==> src/rtl/wdg_pkg.sv <==
// Shared definitions for the control-loop watchdog.
// Assumes a 3-bit error code; code 0 is shown as eight pulses.
package wdg_pkg;
    localparam int CODE_W     = 3;
    localparam int MAX_PULSES = 8;
    localparam int NP_W       = 4;

    typedef logic [CODE_W-1:0] code_t;
    typedef logic [NP_W-1:0]   npulse_t;

    // Map an error code to its blink-pulse count.
    function automatic npulse_t code_to_pulses(input code_t c);
        return (c == '0) ? npulse_t'(MAX_PULSES) : npulse_t'(c);
    endfunction
endpackage

==> src/rtl/wdg_timer.sv <==
// Tick-gap timer: arms on the first tick, measures cycles since the last
// tick and flags a trip once the gap exceeds interval + interval/2.
// Assumes interval is held steady while armed; freezes when locked.
module wdg_timer #(
    parameter int CNT_W = 16
) (
    input  logic             clk,
    input  logic             rst_n,
    input  logic             tick,
    input  logic [CNT_W-1:0] interval,
    input  logic             locked,
    output logic             armed,
    output logic             trip
);
    localparam int TH_W = CNT_W + 1;

    logic [TH_W-1:0] thresh;
    logic [TH_W-1:0] elapsed;

    // Threshold is one and a half intervals, rounded down.
    always_comb begin
        thresh = {1'b0, interval} + {2'b00, interval[CNT_W-1:1]};
    end

    // Arm on first tick and count cycles since the most recent tick.
    always_ff @(posedge clk) begin
        if (!rst_n) begin
            armed   <= 1'b0;
            elapsed <= '0;
        end else if (!locked) begin
            if (tick) begin
                armed   <= 1'b1;
                elapsed <= '0;
            end else if (armed) begin
                elapsed <= elapsed + TH_W'(1);
            end
        end
    end

    // Trip once the measured gap has reached the threshold without a tick.
    always_comb begin
        trip = armed && !locked && (elapsed >= thresh);
    end

    p_tick_clears_r3: assert property (@(posedge clk) disable iff (!rst_n)
        (tick && !locked) |=> (elapsed == '0 && armed));

    p_trip_needs_arm_r2: assert property (@(posedge clk) disable iff (!rst_n)
        trip |-> armed);
endmodule

==> src/rtl/wdg_lock.sv <==
// Lockout latch: sets on a trip, captures the blink count from the
// error code at that edge, and clears only on reset.
module wdg_lock
    import wdg_pkg::*;
(
    input  logic    clk,
    input  logic    rst_n,
    input  logic    trip,
    input  code_t   err_code,
    output logic    locked,
    output npulse_t n_pulses
);
    // Latch the trip and freeze the pulse count.
    always_ff @(posedge clk) begin
        if (!rst_n) begin
            locked   <= 1'b0;
            n_pulses <= '0;
        end else if (trip && !locked) begin
            locked   <= 1'b1;
            n_pulses <= code_to_pulses(err_code);
        end
    end

    p_lock_sticky_r6: assert property (@(posedge clk) disable iff (!rst_n)
        locked |=> locked);

    p_count_frozen_r8: assert property (@(posedge clk) disable iff (!rst_n)
        (locked && $past(locked)) |-> $stable(n_pulses));
endmodule

==> src/rtl/wdg_blink.sv <==
// Blink sequencer: while locked, shows N one-unit pulses separated by one
// dark unit, then GAP_UNITS dark units, repeating. Idle and dark otherwise.
module wdg_blink
    import wdg_pkg::*;
#(
    parameter int UNIT_CYC  = 40_000_000,
    parameter int GAP_UNITS = 5
) (
    input  logic    clk,
    input  logic    rst_n,
    input  logic    locked,
    input  npulse_t n_pulses,
    output logic    led
);
    localparam int PRE_W  = $clog2(UNIT_CYC + 1);
    localparam int SLOT_W = $clog2(2 * MAX_PULSES + GAP_UNITS);

    logic [PRE_W-1:0]  pre;
    logic [SLOT_W-1:0] slot;
    logic [SLOT_W-1:0] lit_end;
    logic [SLOT_W-1:0] last_slot;
    logic              unit_done;

    // Frame geometry from the captured pulse count.
    always_comb begin
        lit_end   = SLOT_W'({n_pulses, 1'b0});
        last_slot = lit_end + SLOT_W'(GAP_UNITS - 2);
        unit_done = (pre == PRE_W'(UNIT_CYC - 1));
    end

    // Advance the unit prescaler and the slot within the frame.
    always_ff @(posedge clk) begin
        if (!rst_n || !locked) begin
            pre  <= '0;
            slot <= '0;
        end else if (unit_done) begin
            pre  <= '0;
            slot <= (slot >= last_slot) ? '0 : slot + SLOT_W'(1);
        end else begin
            pre <= pre + PRE_W'(1);
        end
    end

    // Lit on even slots inside the pulse group.
    always_comb begin
        led = locked && (slot < lit_end) && !slot[0];
    end

    p_led_dark_r9: assert property (@(posedge clk) disable iff (!rst_n)
        !locked |-> !led);

    p_slot_bound_r7: assert property (@(posedge clk) disable iff (!rst_n)
        locked |-> (slot <= last_slot));
endmodule

==> src/rtl/loop_watchdog.sv <==
// Control-loop watchdog top: gap timer, lockout latch and blink sequencer.
// Gate enables are high only while armed and not locked out.
module loop_watchdog
    import wdg_pkg::*;
#(
    parameter int CNT_W     = 16,
    parameter int NUM_GATES = 6,
    parameter int UNIT_CYC  = 40_000_000,
    parameter int GAP_UNITS = 5
) (
    input  logic                 clk,
    input  logic                 rst_n,
    input  logic                 tick,
    input  logic [CNT_W-1:0]     interval,
    input  logic [CODE_W-1:0]    err_code,
    output logic [NUM_GATES-1:0] gate_en,
    output logic                 lockout,
    output logic                 led
);
    logic    armed;
    logic    trip;
    npulse_t n_pulses;

    wdg_timer #(.CNT_W(CNT_W)) u_timer (
        .clk      (clk),
        .rst_n    (rst_n),
        .tick     (tick),
        .interval (interval),
        .locked   (lockout),
        .armed    (armed),
        .trip     (trip)
    );

    wdg_lock u_lock (
        .clk      (clk),
        .rst_n    (rst_n),
        .trip     (trip),
        .err_code (err_code),
        .locked   (lockout),
        .n_pulses (n_pulses)
    );

    wdg_blink #(.UNIT_CYC(UNIT_CYC), .GAP_UNITS(GAP_UNITS)) u_blink (
        .clk      (clk),
        .rst_n    (rst_n),
        .locked   (lockout),
        .n_pulses (n_pulses),
        .led      (led)
    );

    // Every gate follows the same permit: armed and not locked out.
    always_comb begin
        gate_en = {NUM_GATES{armed && !lockout}};
    end

    p_gate_off_locked_r5: assert property (@(posedge clk) disable iff (!rst_n)
        lockout |-> (gate_en == '0));

    p_gate_off_disarmed_r2: assert property (@(posedge clk) disable iff (!rst_n)
        !armed |-> (gate_en == '0));
endmodule

==> config.mk <==
export PLATFORM = sky130hd
export DESIGN_NAME = loop_watchdog
export DESIGN_NICKNAME = d
export VERILOG_FILES = /design/src/rtl/wdg_pkg.sv /design/src/rtl/wdg_timer.sv /design/src/rtl/wdg_lock.sv /design/src/rtl/wdg_blink.sv /design/src/rtl/loop_watchdog.sv
export SDC_FILE = /design/constraint.sdc
export NUM_CORES = 1
export LEC_CHECK = 0
export BUFFER_PORTS_ARGS = -buffer_cell sky130_fd_sc_hd__buf_2
export CAP_MARGIN = 20
export CORE_UTILIZATION = 55
export CTS_CLUSTER_SIZE = 12
export DETAILED_ROUTE_END_ITERATION = 8
export GPL_TIMING_DRIVEN = 0
export PLACE_DENSITY_LB_ADDON = 0.08
export SETUP_SLACK_MARGIN = 0.2
export SYNTH_ARGS = -nofsm -noshare
export SYNTH_HDL_FRONTEND = slang
export SYNTH_SLANG_ARGS = --single-unit
==> constraint.sdc <==
create_clock -name clk -period 4.37 [get_ports clk]
set_input_delay 0.874 -clock clk [delete_from_list [all_inputs] [get_ports clk]]
set_output_delay 0.874 -clock clk [all_outputs]
set_load 0.01 [all_outputs]
==> results of run 1 <==
==> state kept, by name, indices dropped and copies added (netlist names) <==
| signal | flops |
|---|---|
| u_lock.n_pulses | 4 |
| u_timer.elapsed | 17 |
| u_lock.locked | 1 |
| u_blink.pre | 26 |
| u_blink.slot | 5 |
| u_timer.armed | 1 |
==> through the flow <==
step | setup TNS [ps] | total power [mW] | hold WS (ps) | std cells
2_1_floorplan | 0 | 0.627 | 411 | 432
6_report | 0 | 0.938 | 452 | 546
4_1_cts | 0 | 0.948 | 457 | 546
3_3_place_gp | -260 | 0.666 | 427 | 538
3_5_place_dp | -327 | 0.669 | 439 | 538
5_1_grt | 0 | 0.992 | 478 | 546
==> cell usage after synthesis, types with 5 or more instances <==
| cell type | count | area [sq um] |
|---|---|---|
| nor2_1 | 51 | 191 |
| buf_4 | 5 | 37.5 |
| and3_1 | 8 | 50.1 |
| ha_1 | 45 | 563 |
| nor2b_1 | 6 | 37.5 |
| nand3_1 | 17 | 85.1 |
| xor2_1 | 34 | 298 |
| a21o_1 | 6 | 45.0 |
| o21ai_0 | 24 | 120 |
| dfxtp_1 | 54 | 1080 |
| a21oi_1 | 27 | 135 |
| nand4_1 | 16 | 100 |
| and4_1 | 8 | 70.1 |
| xnor2_1 | 15 | 131 |
| nand2_1 | 35 | 131 |
| nand2b_1 | 5 | 31.3 |
| inv_1 | 15 | 56.3 |
==> layer usage <==
metal	vias up	share of wire, %	global-route usage, %
li1	1607	-	-
met1	1366	49	24.1
met5	-	0	0
met4	0	0.92	5.70
met2	29	49	34.8
met3	4	1.6	2.68
==> timing repair <==
action	in CTS	in global routing
endpoints found under the setup margin	0	5
hold buffers	0	0
gates resized for setup	0	3
buffers inserted	0	0
==> worst max-delay path by stage <==
| stage | start | end | slack, ps | depth (start not counted) |
|---|---|---|---|---|
| after floorplan | interval[0] | u_lock.locked | 600 | 14 |
| after global placement | interval[1] | u_lock.locked | -60 | 15 |
| after detailed placement | interval[1] | u_lock.n_pulses[3] | -80 | 15 |
| after CTS | interval[1] | u_lock.n_pulses[3] | 210 | 15 |
| after global routing | interval[1] | u_lock.n_pulses[2] | 250 | 15 |
| final | interval[1] | u_lock.n_pulses[3] | 570 | 15 |
==> final cells by class <==
type | count | area, sq um | area share [%]
Sequential cell | 54 | 1080 | 27.0
Buffer | 12 | 95.1 | 2.38
Clock inverter | 1 | 5.00 | 0.125
Inverter | 15 | 56.3 | 1.41
Multi-Input combinational cell | 351 | 2430 | 60.9
Tap cell | 77 | 96.3 | 2.41
Timing Repair Buffer | 29 | 145 | 3.63
Clock buffer | 7 | 86.3 | 2.16
==> report_power, final <==
group / switching (mW) / internal, mW / leakage, nW
clock: 0.152 / 0.128 / 0.0482
combinational: 0.0890 / 0.0753 / 1.16
sequential: 0.00142 / 0.493 / 0.435
==> cells by family after synthesis <==
logic type | share of synthesized area [%]
fa+ha+maj | 16.0
mux | 1.10
flops | 29.7
simple gates | 24.2
compound gates | 13.2
xor+xnor | 11.8
buf+inv | 4.15
==> run metrics, run 1 <==
most common cell after layout, fill and taps aside dfxtp_1; slew at the pin closest to its max-slew limit 592 ps; hold path endpoint u_blink.pre[0]; gr usage total 19.4%; number of max-cap violations 0; Fmax achieved 263 MHz; Syn Inst Count 432; DR DRC count 0; Routed Antenna Nets 0; first-pass detailed-route iteration total 4; post-synthesis sequential area ratio 29.6%; Worst slew margin 60.5%; Vias/cell 5.51; CP Buf/Inv Count 1; Tcrit/Tclk final 87.0%; final worst slack 568 ps; Synth cell types 50; Cell Pwr Density 235 nW/um^2; RD Place Congestion 0.797; Synthesis Warnings 0; Top delay family on crit path compound AO/OA/AOI/OAI gates; Worst Path Required 4600 ps; post-route cell area 4000 sq um; I/O pins 30; WL/cell 11.9 um; Async S/R FF share, synth 0%; status completed; Die ar. 6960 sq um; RSZ-0062 raised after global routing no; DPL Wire Length 5.15 mm; row count 29; root buf cell clkbuf_8; Syn Area/Cell 8.44 sq um; worst-skew pair later-pin latency 300 ps; CTS sink count 54; layout cell share with drive strength beyond 1 11.3%; Critical Path, Cell by Cell buf_2, ha_1, fa_1, a21oi_1, o21ai_0, o21a_1, a31oi_2, o21ai_0, a21oi_1, ha_1, and2_1, o21ai_0, o21ai_0, a31oi_4, mux2i_1; # fillers 585; pre-CTS setup slack -81.9 ps; Worst Hold Class reg2reg; critical path class in2reg; Core Util, Final 62.6%; Worst path most repeated cell o21ai_0; Pleak 1.64 nW; reg2reg path depth 7; total CTS buffers 5; clk slew on worst S/H paths 90 ps; Core ar. 6390 sq um; first-pass GRT wire length 11.4 mm; initial antenna violation count 0; Register-to-Register Setup Slack 2260 ps; Max VDD drop 0.000203 V; Post-synth EDFFs 0; CP peak stage delay 410 ps; reg2reg start u_blink.pre[15]; grt ovf 0; dpl cell area 3890 sq um; Final Net Count 536; worst path arrival time 4030 ps; Initial Util 57.1%; Slew Limit Fails 0; die span in y 83.4 um; # diodes 0; Hold Path Cell Cnt 1; Worst Setup End Kind register; most frequent cells in the layout 54 x dfxtp_1, 51 x nor2_1, 45 x ha_1; Max FO, Critical Path 5; Port Buffers 29; Layout area overhead 9.71%; final hold vios 0; final WL 6.49 mm; largest net degree at the start of global routing 16; Seq cells post-synth 54; via count 3006; type of origin of the critical path input pin; clock buffer depth 2; CTS tree yes; Die W 83.4 um; Critical-path top delay cell fa_1; final setup violation count 0; min cycle time layout 3800 ps; synthesized area 3650 sq um; H-tree depth 2; number of global-route vias before repair 2766; syn nets 500; 1st-iter DRT viols 88; reg-to-reg endpoint u_blink.pre[17]; Clock Skews 6.48 ps; min-delay src u_blink.pre[0]; commonest register cell after synthesis dfxtp_1
Power figures use the tool's default switching activity.
==> inputs of run 2 (changes only) <==
- RECOVER_POWER: default -> 100
- SKIP_CTS_REPAIR_TIMING: default -> 1
==> run 2 against run 1 <==
Non-clock buffer count did not move. Combinational power hardly changed. Highest routed layer unchanged. Final cell count stayed put. Clock power hardly changed. Utilization fell by 0.86 points. Critical endpoint unchanged. Clock skew is essentially flat. Worst setup slack worse by 23 ps. Critical path type unchanged. Flip-flop and latch count unchanged.
==> run metrics, run 2 (same netlist as run 1, synthesis figures left out) <==
status completed; row count 29; Multi-input gate area 2420 sq um; Max FO, Critical Path 5; gr usage total 19.4%; Vias/cell 5.47; Largest register FFs 26; final setup violation count 0; initial antenna violation count 0; Cell Pwr Density 238 nW/um^2; clk slew on worst S/H paths 90 ps; worst path arrival time 4060 ps; slew at the pin closest to its max-slew limit 738 ps; Reg with most FFs u_blink.pre; root buf cell clkbuf_8; # fillers 597; Tcrit/Tclk final 87.5%; Worst path most repeated cell o21ai_0; stages on the worst setup path 15; type of origin of the critical path input pin; clock buffer depth 2; CTS tree yes; Top delay family on crit path compound AO/OA/AOI/OAI gates; Hold Slack 454 ps; RD Place Congestion 0.797; post-route cell area 3950 sq um; Hold Path Cell Cnt 1; Die ar. 6960 sq um; most common cell after layout, fill and taps aside dfxtp_1; Clock Skews 6.62 ps; Initial Util 57.1%; Slew Limit Fails 0; first-pass GRT wire length 11.4 mm; worst-skew pair later-pin latency 300 ps; largest net degree at the start of global routing 16; 1st-iter DRT viols 58; Critical Path, Cell by Cell clkbuf_1, ha_1, fa_1, a21oi_1, o21ai_0, o21a_1, a31oi_1, o21ai_0, a21oi_1, ha_1, and2_0, o21ai_0, o21ai_0, a31oi_4, mux2i_1; Worst Hold Class reg2reg; first-pass detailed-route iteration total 4; Layout area overhead 8.20%; grt ovf 0; Final Net Count 536; pre-CTS setup slack -81.9 ps; number of max-cap violations 0; Sequential cell area 1080 sq um; H-tree depth 2; CTS sink count 54; critical path class in2reg; reg2reg path depth 7; Worst Setup End Kind register; DR DRC count 0; number of global-route vias before repair 2766; most frequent cells in the layout 54 x dfxtp_1, 51 x nor2_1, 45 x ha_1; min cycle time layout 3820 ps; Worst Path Required 4600 ps; Max VDD drop 0.000204 V; I/O pins 30; Overall Power 0.937 mW; Core Util, Final 61.8%; Routed Antenna Nets 0; Pleak 1.60 nW; Port Buffers 29; final hold vios 0; CP Buf/Inv Count 1; dpl cell area 3890 sq um; biggest regs u_blink.pre x26, u_timer.elapsed x17, u_blink.slot x5; via count 2986; CP peak stage delay 410 ps; Critical-path top delay cell fa_1; # diodes 0; die span in y 83.4 um; WL/cell 12.0 um; Fmax achieved 261 MHz; final WL 6.54 mm; total CTS buffers 5; RSZ-0062 raised after global routing no; final worst slack 546 ps; Die W 83.4 um; DPL Wire Length 5.15 mm; Core ar. 6390 sq um; layout cell share with drive strength beyond 1 8.53%; Worst slew margin 50.3%
## run 2: changes by cell type in the layout (fill, tap and decap cells not counted), sizes merged
cell / previous run / this run
buf: 38 / 24
clkbuf: 10 / 24
## run 2: area by class of cell
type	count	area share, %
multi-input combinational	351	61.3
sequential	54	27.4
timing repair buffer	29	3.49
tap	77	2.44
clock buffer	7	2.19
buffer	12	1.65
inverter	15	1.43
clock inverter	1	0.127
## run 2: power by group
group | switching (mW) | internal, mW | total (mW)
clock network | 0.152 | 0.128 | 0.281
registers | 0.00142 | 0.493 | 0.494
logic | 0.0884 | 0.0738 | 0.162
total | 0.242 | 0.695 | 0.937
## run 2: final timing paths
path,startpoint,endpoint,slack [ps]
hold / removal,u_blink.pre[0],u_blink.pre[0],450
setup / recovery,interval[1],u_lock.n_pulses[3],550
hold reg to reg,u_blink.pre[0],u_blink.pre[0],450
setup reg to reg,u_blink.pre[15],u_blink.pre[17],1650
## run 2: layer usage
metal / vias to the layer above / track usage [%] / routed length, um
met2: 27 / 34.8 / 3160
li1: 1607 / - / -
met3: 4 / 2.68 / 99
met5: - / 0 / 0
met4: 0 / 5.70 / 60
met1: 1348 / 24.1 / 3220
## run 2: through the flow
stage	instances	TNS (ps)
4_1_cts	546	0
3_3_place_gp	538	-260
2_1_floorplan	432	0
6_report	546	0
5_1_grt	546	0
3_5_place_dp	538	-327
